File: config.mk
export PLATFORM = sky130hd
export DESIGN_NAME = oneshot_timer
export DESIGN_NICKNAME = d
export VERILOG_FILES = /design/src/rtl/oneshot_timer_pkg.sv /design/src/rtl/timer_ctrl.sv /design/src/rtl/timer_datapath.sv /design/src/rtl/oneshot_timer.sv
export SDC_FILE = /design/constraint.sdc
export NUM_CORES = 1
export LEC_CHECK = 0
export ABC_AREA = 1
export BUFFER_PORTS_ARGS = -buffer_cell sky130_fd_sc_hd__buf_2
export CAP_MARGIN = 30
export CORE_MARGIN = 5
export CORE_UTILIZATION = 56
export CTS_CLUSTER_DIAMETER = 120
export DETAILED_ROUTE_END_ITERATION = 8
export GPL_TIMING_DRIVEN = 0
export PLACE_DENSITY = 0.78
export SKIP_LAST_GASP = 1
export SLEW_MARGIN = 20
export SYNTH_ARGS = -nofsm -noshare
export SYNTH_HDL_FRONTEND = slang
export SYNTH_SLANG_ARGS = --single-unit
File: constraint.sdc
create_clock -name clk -period 1.75 [get_ports clk]
set_input_delay 0.175 -clock clk [delete_from_list [all_inputs] [get_ports clk]]
set_output_delay 0.175 -clock clk [all_outputs]
set_load 0.005 [all_outputs]
File: src/rtl/oneshot_timer_pkg.sv
package oneshot_timer_pkg;
  // strobes from control to datapath, valid for one clock
  typedef struct packed {
    logic clrCnt;   // load zero
    logic incCnt;   // add one
    logic evalCmp;  // compare the new count value
  } cntStrobe_t;

  localparam int ADDR_CTL  = 0;
  localparam int ADDR_CMP0 = 1;
  localparam int ADDR_CNT  = 3;
  localparam int ENA_BIT   = 0;
  localparam int MODE_BIT  = 5;
  localparam int OVF_BIT   = 6;
endpackage

File: src/rtl/timer_ctrl.sv
module timer_ctrl
  import oneshot_timer_pkg::*;
#(
  parameter int WIDTH   = 8,
  parameter int NUM_CMP = 2,
  parameter int ADDR_W  = 2
) (
  input  logic                            clk,
  input  logic                            rstN,
  input  logic                            cntTick,
  input  logic                            regWe,
  input  logic [ADDR_W-1:0]               regAddr,
  input  logic [WIDTH-1:0]                regWdata,
  input  logic                            cntAtTop,
  input  logic                            cntNearTop,
  output cntStrobe_t                      strobe,
  output logic [WIDTH-1:0]                ctlWord,
  output logic [NUM_CMP-1:0][WIDTH-1:0]   cmpVal,
  output logic                            enable,
  output logic                            modeOneShot,
  output logic                            ovfFlag,
  output logic                            pendClear,
  output logic                            pendStop
);
  logic ctlWr;
  logic running;
  logic wrapSet;
  logic newEna;

  assign ctlWr   = regWe && (regAddr == ADDR_W'(ADDR_CTL));
  assign newEna  = regWdata[ENA_BIT];
  assign running = enable && !(modeOneShot && ovfFlag);

  always_comb begin
    strobe = '0;
    if (cntTick) begin
      if (pendStop) begin
        strobe.clrCnt = 1'b1;
      end else if (enable && pendClear) begin
        strobe.clrCnt  = 1'b1;
        strobe.evalCmp = 1'b1;
      end else if (running) begin
        strobe.incCnt  = 1'b1;
        strobe.evalCmp = 1'b1;
      end
    end
  end

  assign wrapSet = strobe.incCnt && (modeOneShot ? cntNearTop : cntAtTop);

  always_ff @(posedge clk) begin
    if (!rstN) begin
      enable      <= 1'b0;
      modeOneShot <= 1'b0;
      ovfFlag     <= 1'b0;
      pendClear   <= 1'b0;
      pendStop    <= 1'b0;
    end else begin
      if (strobe.clrCnt) begin
        pendClear <= 1'b0;
        pendStop  <= 1'b0;
      end
      if (wrapSet) ovfFlag <= 1'b1;
      if (ctlWr) begin
        enable      <= newEna;
        modeOneShot <= regWdata[MODE_BIT];
        if (!regWdata[OVF_BIT] && !wrapSet) ovfFlag <= 1'b0;
        if (newEna && !enable) begin
          pendClear <= 1'b1;
          pendStop  <= 1'b0;
        end else if (!newEna && enable) begin
          pendStop  <= 1'b1;
          pendClear <= 1'b0;
        end else if (newEna && regWdata[MODE_BIT] && ovfFlag && !regWdata[OVF_BIT]) begin
          pendClear <= 1'b1;
        end
      end
    end
  end

  for (genvar gi = 0; gi < NUM_CMP; gi++) begin : g_cmpReg
    always_ff @(posedge clk) begin
      if (!rstN) begin
        cmpVal[gi] <= '0;
      end else if (regWe && (regAddr == ADDR_W'(ADDR_CMP0 + gi))) begin
        cmpVal[gi] <= regWdata;
      end
    end
  end

  always_comb begin
    ctlWord           = '0;
    ctlWord[ENA_BIT]  = enable;
    ctlWord[MODE_BIT] = modeOneShot;
    ctlWord[OVF_BIT]  = ovfFlag;
  end
endmodule

File: src/rtl/timer_datapath.sv
module timer_datapath
  import oneshot_timer_pkg::*;
#(
  parameter int WIDTH   = 8,
  parameter int NUM_CMP = 2
) (
  input  logic                          clk,
  input  logic                          rstN,
  input  cntStrobe_t                    strobe,
  input  logic [NUM_CMP-1:0][WIDTH-1:0] cmpVal,
  output logic [WIDTH-1:0]              cntVal,
  output logic                          cntAtTop,
  output logic                          cntNearTop,
  output logic [NUM_CMP-1:0]            irqVec
);
  localparam logic [WIDTH-1:0] TOP_VAL  = '1;
  localparam logic [WIDTH-1:0] NEAR_VAL = TOP_VAL - WIDTH'(1);

  logic [WIDTH-1:0] nextVal;

  assign nextVal    = strobe.clrCnt ? '0 : cntVal + WIDTH'(1);
  assign cntAtTop   = (cntVal == TOP_VAL);
  assign cntNearTop = (cntVal == NEAR_VAL);

  always_ff @(posedge clk) begin
    if (!rstN) begin
      cntVal <= '0;
    end else if (strobe.clrCnt || strobe.incCnt) begin
      cntVal <= nextVal;
    end
  end

  for (genvar gi = 0; gi < NUM_CMP; gi++) begin : g_match
    always_ff @(posedge clk) begin
      if (!rstN) irqVec[gi] <= 1'b0;
      else       irqVec[gi] <= strobe.evalCmp && (nextVal == cmpVal[gi]);
    end
  end
endmodule

File: src/rtl/oneshot_timer.sv
module oneshot_timer
  import oneshot_timer_pkg::*;
#(
  parameter int WIDTH = 8
) (
  input  logic             clk,
  input  logic             rstN,
  input  logic             cntTick,
  input  logic             regWe,
  input  logic [1:0]       regAddr,
  input  logic [WIDTH-1:0] regWdata,
  output logic [WIDTH-1:0] regRdata,
  output logic             irqA,
  output logic             irqB
);
  localparam int NUM_CMP = 2;
  localparam int ADDR_W  = 2;

  cntStrobe_t                    strobe;
  logic [WIDTH-1:0]              ctlWord;
  logic [NUM_CMP-1:0][WIDTH-1:0] cmpVal;
  logic [WIDTH-1:0]              cntVal;
  logic                          cntAtTop;
  logic                          cntNearTop;
  logic [NUM_CMP-1:0]            irqVec;
  logic                          enable;
  logic                          modeOneShot;
  logic                          ovfFlag;
  logic                          pendClear;
  logic                          pendStop;

  timer_ctrl #(.WIDTH(WIDTH), .NUM_CMP(NUM_CMP), .ADDR_W(ADDR_W)) u_ctrl (
    .clk(clk), .rstN(rstN), .cntTick(cntTick), .regWe(regWe),
    .regAddr(regAddr), .regWdata(regWdata), .cntAtTop(cntAtTop),
    .cntNearTop(cntNearTop), .strobe(strobe), .ctlWord(ctlWord),
    .cmpVal(cmpVal), .enable(enable), .modeOneShot(modeOneShot),
    .ovfFlag(ovfFlag), .pendClear(pendClear), .pendStop(pendStop)
  );

  timer_datapath #(.WIDTH(WIDTH), .NUM_CMP(NUM_CMP)) u_dp (
    .clk(clk), .rstN(rstN), .strobe(strobe), .cmpVal(cmpVal),
    .cntVal(cntVal), .cntAtTop(cntAtTop), .cntNearTop(cntNearTop),
    .irqVec(irqVec)
  );

  always_comb begin
    case (regAddr)
      2'd0:    regRdata = ctlWord;
      2'd1:    regRdata = cmpVal[0];
      2'd2:    regRdata = cmpVal[1];
      default: regRdata = cntVal;
    endcase
  end

  assign irqA = irqVec[0];
  assign irqB = irqVec[1];
endmodule

==> out/results.tsv <==
stage	metric	value	unit
status	status	finished, final reports clean	
drt	routed wire length	4.614	mm
worst_setup_path	kind of critical path	register to register	
global_routing	initial antenna violation count	0	
hold_path	Tightest Hold Check Type	primary input to register	
logic_synthesis	syn nets	277	
floorplanning	Die W	65.33	µm
drt	Residual DRC	0	
sta	Hold Vio Cnt, Final	0	
pwr	total power	1.442	mW
sta	Final Cycle Share	0.9080	
logic_synthesis	commonest cells in the netlist	nand2_1, inv_1, dfxtp_1, a21oi_1, o21ai_0	
sta	setup TNS	0	ns
drt	via/cell ratio	5.580	
pwr	maximum vdd ir drop	0.0004875	V
drt	wire per inst	14.15	µm
logic_synthesis	Cell variety after synth	28	
floorplanning	DIE AREA	4267	µm²
drt	Pre-antenna DRT Iters	5	
clocking	Post-CTS Setup Bufs	0	
clocking	CTS tree	yes	
sta	RSZ-0062 raised after global routing	false	
logic_synthesis	fraction of registers with async set/reset	0	
layout	Layout area overhead	13.28	%
worst_setup_path	endpoint class of the critical path	register	
logic_synthesis	post-synthesis register bit count	31	
global_routing	grt ovf	0	
placement	Routability Congestion	0.9629	
layout	Core Util, Final	0.6467	
worst_setup_path	Worst EP required	2.02	ns
floorplanning	core area	3003	µm²
worst_setup_path	crit path max fanout	6	
sta	relative slew slack	0.6631	
layout	layout cells sized above 1	0.1433	
clocking	number of H-tree levels	2	
clocking	clk root buf	clkbuf_4	
placement	Final HPWL DP	3.622	mm
floorplanning	# rows	20	
pwr	Pleak	0.8413	nW
drt	Final ANT Viol Nets	0	
global_routing	gr usage total	0.2356	
floorplanning	Initial Utilization	0.5708	
logic_synthesis	register area share after synthesis	0.3620	
worst_setup_path	startpoint types	register	
clocking	Reg clk slew, reported paths	0.10	ns
placement	Placement Setup Slack	0.1423	ns
sta	Worst Tran Pin Value	0.5053	ns
global_routing	first-pass GRT wire length	7.700	mm
layout	fin nets	307	
clocking	Clock Sinks	31	
global_routing	number of global-route vias before repair	1571	
clocking	Clock Latency Late Sink	0.34	ns
clocking	clock buffer depth	2	
logic_synthesis	leading area contributor after synthesis	dfxtp_1	
sta	PnR worst setup slack	0.1610	ns
sta	Final Setup Violations	0	
floorplanning	Ports	24	
drt	routed via count	1819	
pwr	PD cells	742.6	nW/µm²
logic_synthesis	Post-synth EDFFs	0	
logic_synthesis	top_reg_cell synth	dfxtp_1	
worst_setup_path	Critical Path AT	1.86	ns
job	max cap viols	0	
global_routing	largest net degree at the start of global routing	11	
logic_synthesis	Synth top area share	0.3620	
logic_synthesis	Synth Instances	262	
logic_synthesis	count leader, synth	nand2_1	
sta	max-slew violation count	0	
drt	First DRT Iteration DRCs	202	
sta	Fin Clk Skew	0.008213	ns
placement	Buffers on Ports	23	
logic_synthesis	syn_area_per_cell	6.543	µm²
logic_synthesis	synth warn	0	
logic_synthesis	Cell Area, Synth	1714	µm²
sta	crit path time final	1.589	ns
logic_synthesis	synth top area cells	dfxtp_1, nand2_1, a21oi_1	
clocking	Num CTS Buffers	5	
floorplanning	Die Y	65.33	µm
sta	Max Fclk	629.3	MHz
layout	# diodes	0	
-- path summary, 6_finish.rpt --
| path | cells after the start | slack (ns) | to | startpoint |
|---|---|---|---|---|
| hold reg to reg | 2 | 0.49 | u_ctrl.cmpVal[3] | u_ctrl.cmpVal[3] |
| setup reg to reg | 10 | 0.16 | u_dp.irqVec[0] | u_dp.cntVal[0] |
| hold / removal | 3 | 0.13 | u_ctrl.cmpVal[7] | regWdata[7] |
| setup / recovery | 10 | 0.16 | u_dp.irqVec[0] | u_dp.cntVal[0] |
-- per-layer routing --
layer	vias to the layer above	GRT usage	routed length [µm]	part of all wire
li1	945	-	-	-
met1	788	0.3309	2155	0.47
met2	73	0.3477	1978	0.43
met3	13	0.05299	367	0.080
met4	0	0.09326	112	0.024
met5	-	0	0	0
-- critical path, cell delays in order, from the launching register on --
cell	delay, ns
dfxtp_2	0.37
ha_1	0.21
nand2_1	0.12
inv_2	0.06
nor2_1	0.12
nand2_1	0.14
nand2_1	0.08
o21ai_0	0.07
nor2_1	0.12
nand4_1	0.10
nor2_1	0.13
-- report_power, final --
| part | switching (mW) | total [mW] | internal (mW) |
|---|---|---|---|
| Combinational | 0.129 | 0.200 | 0.0708 |
| Clock | 0.246 | 0.482 | 0.236 |
| Sequential | 0.0250 | 0.760 | 0.735 |
| Total | 0.400 | 1.44 | 1.04 |
-- cell families (layout without fill, tap and decap cells) --
group / count (synthesis) / after routing / share of synthesized area
and+or+nand+nor: 114 / 114 / 0.2898
AOI/OAI and AO/OA: 74 / 74 / 0.2416
buffers and inverters: 42 / 73 / 0.09927
DFF: 31 / 31 / 0.3620
adders and majority gates: 1 / 1 / 0.007298
-- sequential cells by signal, summed over array words and instances, names as in the netlist --
name and count:
u_ctrl.cmpVal 16, u_dp.cntVal 8, u_dp.irqVec 2, u_ctrl.enable 1, u_ctrl.modeOneShot 1, u_ctrl.ovfFlag 1, u_ctrl.pendClear 1, u_ctrl.pendStop 1
-- through the flow --
step | hold WS, ns | instance area [µm²] | cells
floorplan | 0.3134 | 1714 | 262
global placement | 0.4602 | 1871 | 318
detailed placement | 0.4782 | 1871 | 318
CTS | 0.1306 | 1939 | 326
global route | 0.1354 | 1942 | 326
finish | 0.1272 | 1942 | 326
-- timing repair --
action | CTS | global route
setup endpoints to repair | 0 | 1
resized for setup | 0 | 2
hold buffers | 0 | 0
-- cells in the final DEF, fill, tap and decap left out --
cell type	count
nor2_2	1
nand3_1	19
nor2_1	22
a21oi_1	30
buf_6	1
dfxtp_2	2
o211ai_1	2
buf_2	24
o221ai_1	3
dfxtp_1	29
nor4_1	1
buf_4	1
buf_1	1
clkbuf_8	2
nand4_1	11
a31oi_2	1
ha_1	1
nand2_1	57
a211oi_1	1
o22ai_1	1
o21ai_2	1
nand2_4	1
clkbuf_1	3
o21ai_1	1
inv_1	35
clkbuf_4	5
inv_2	1
nand2_2	2
a221oi_1	3
o21ai_0	30
a31oi_1	1
-- final cells by class --
| type | instances | area [µm²] |
|---|---|---|
| multi-input cells | 189 | 923.4 |
| inverters | 36 | 135.1 |
| flip-flops and latches | 31 | 623.1 |
| fillers | 293 | 1061 |
| repair buffers | 23 | 115.1 |
| plain buffers | 6 | 35.03 |
| clock buffers | 8 | 68.82 |
| well taps | 33 | 41.29 |
Note: power is estimated with default switching activity, not from simulation.
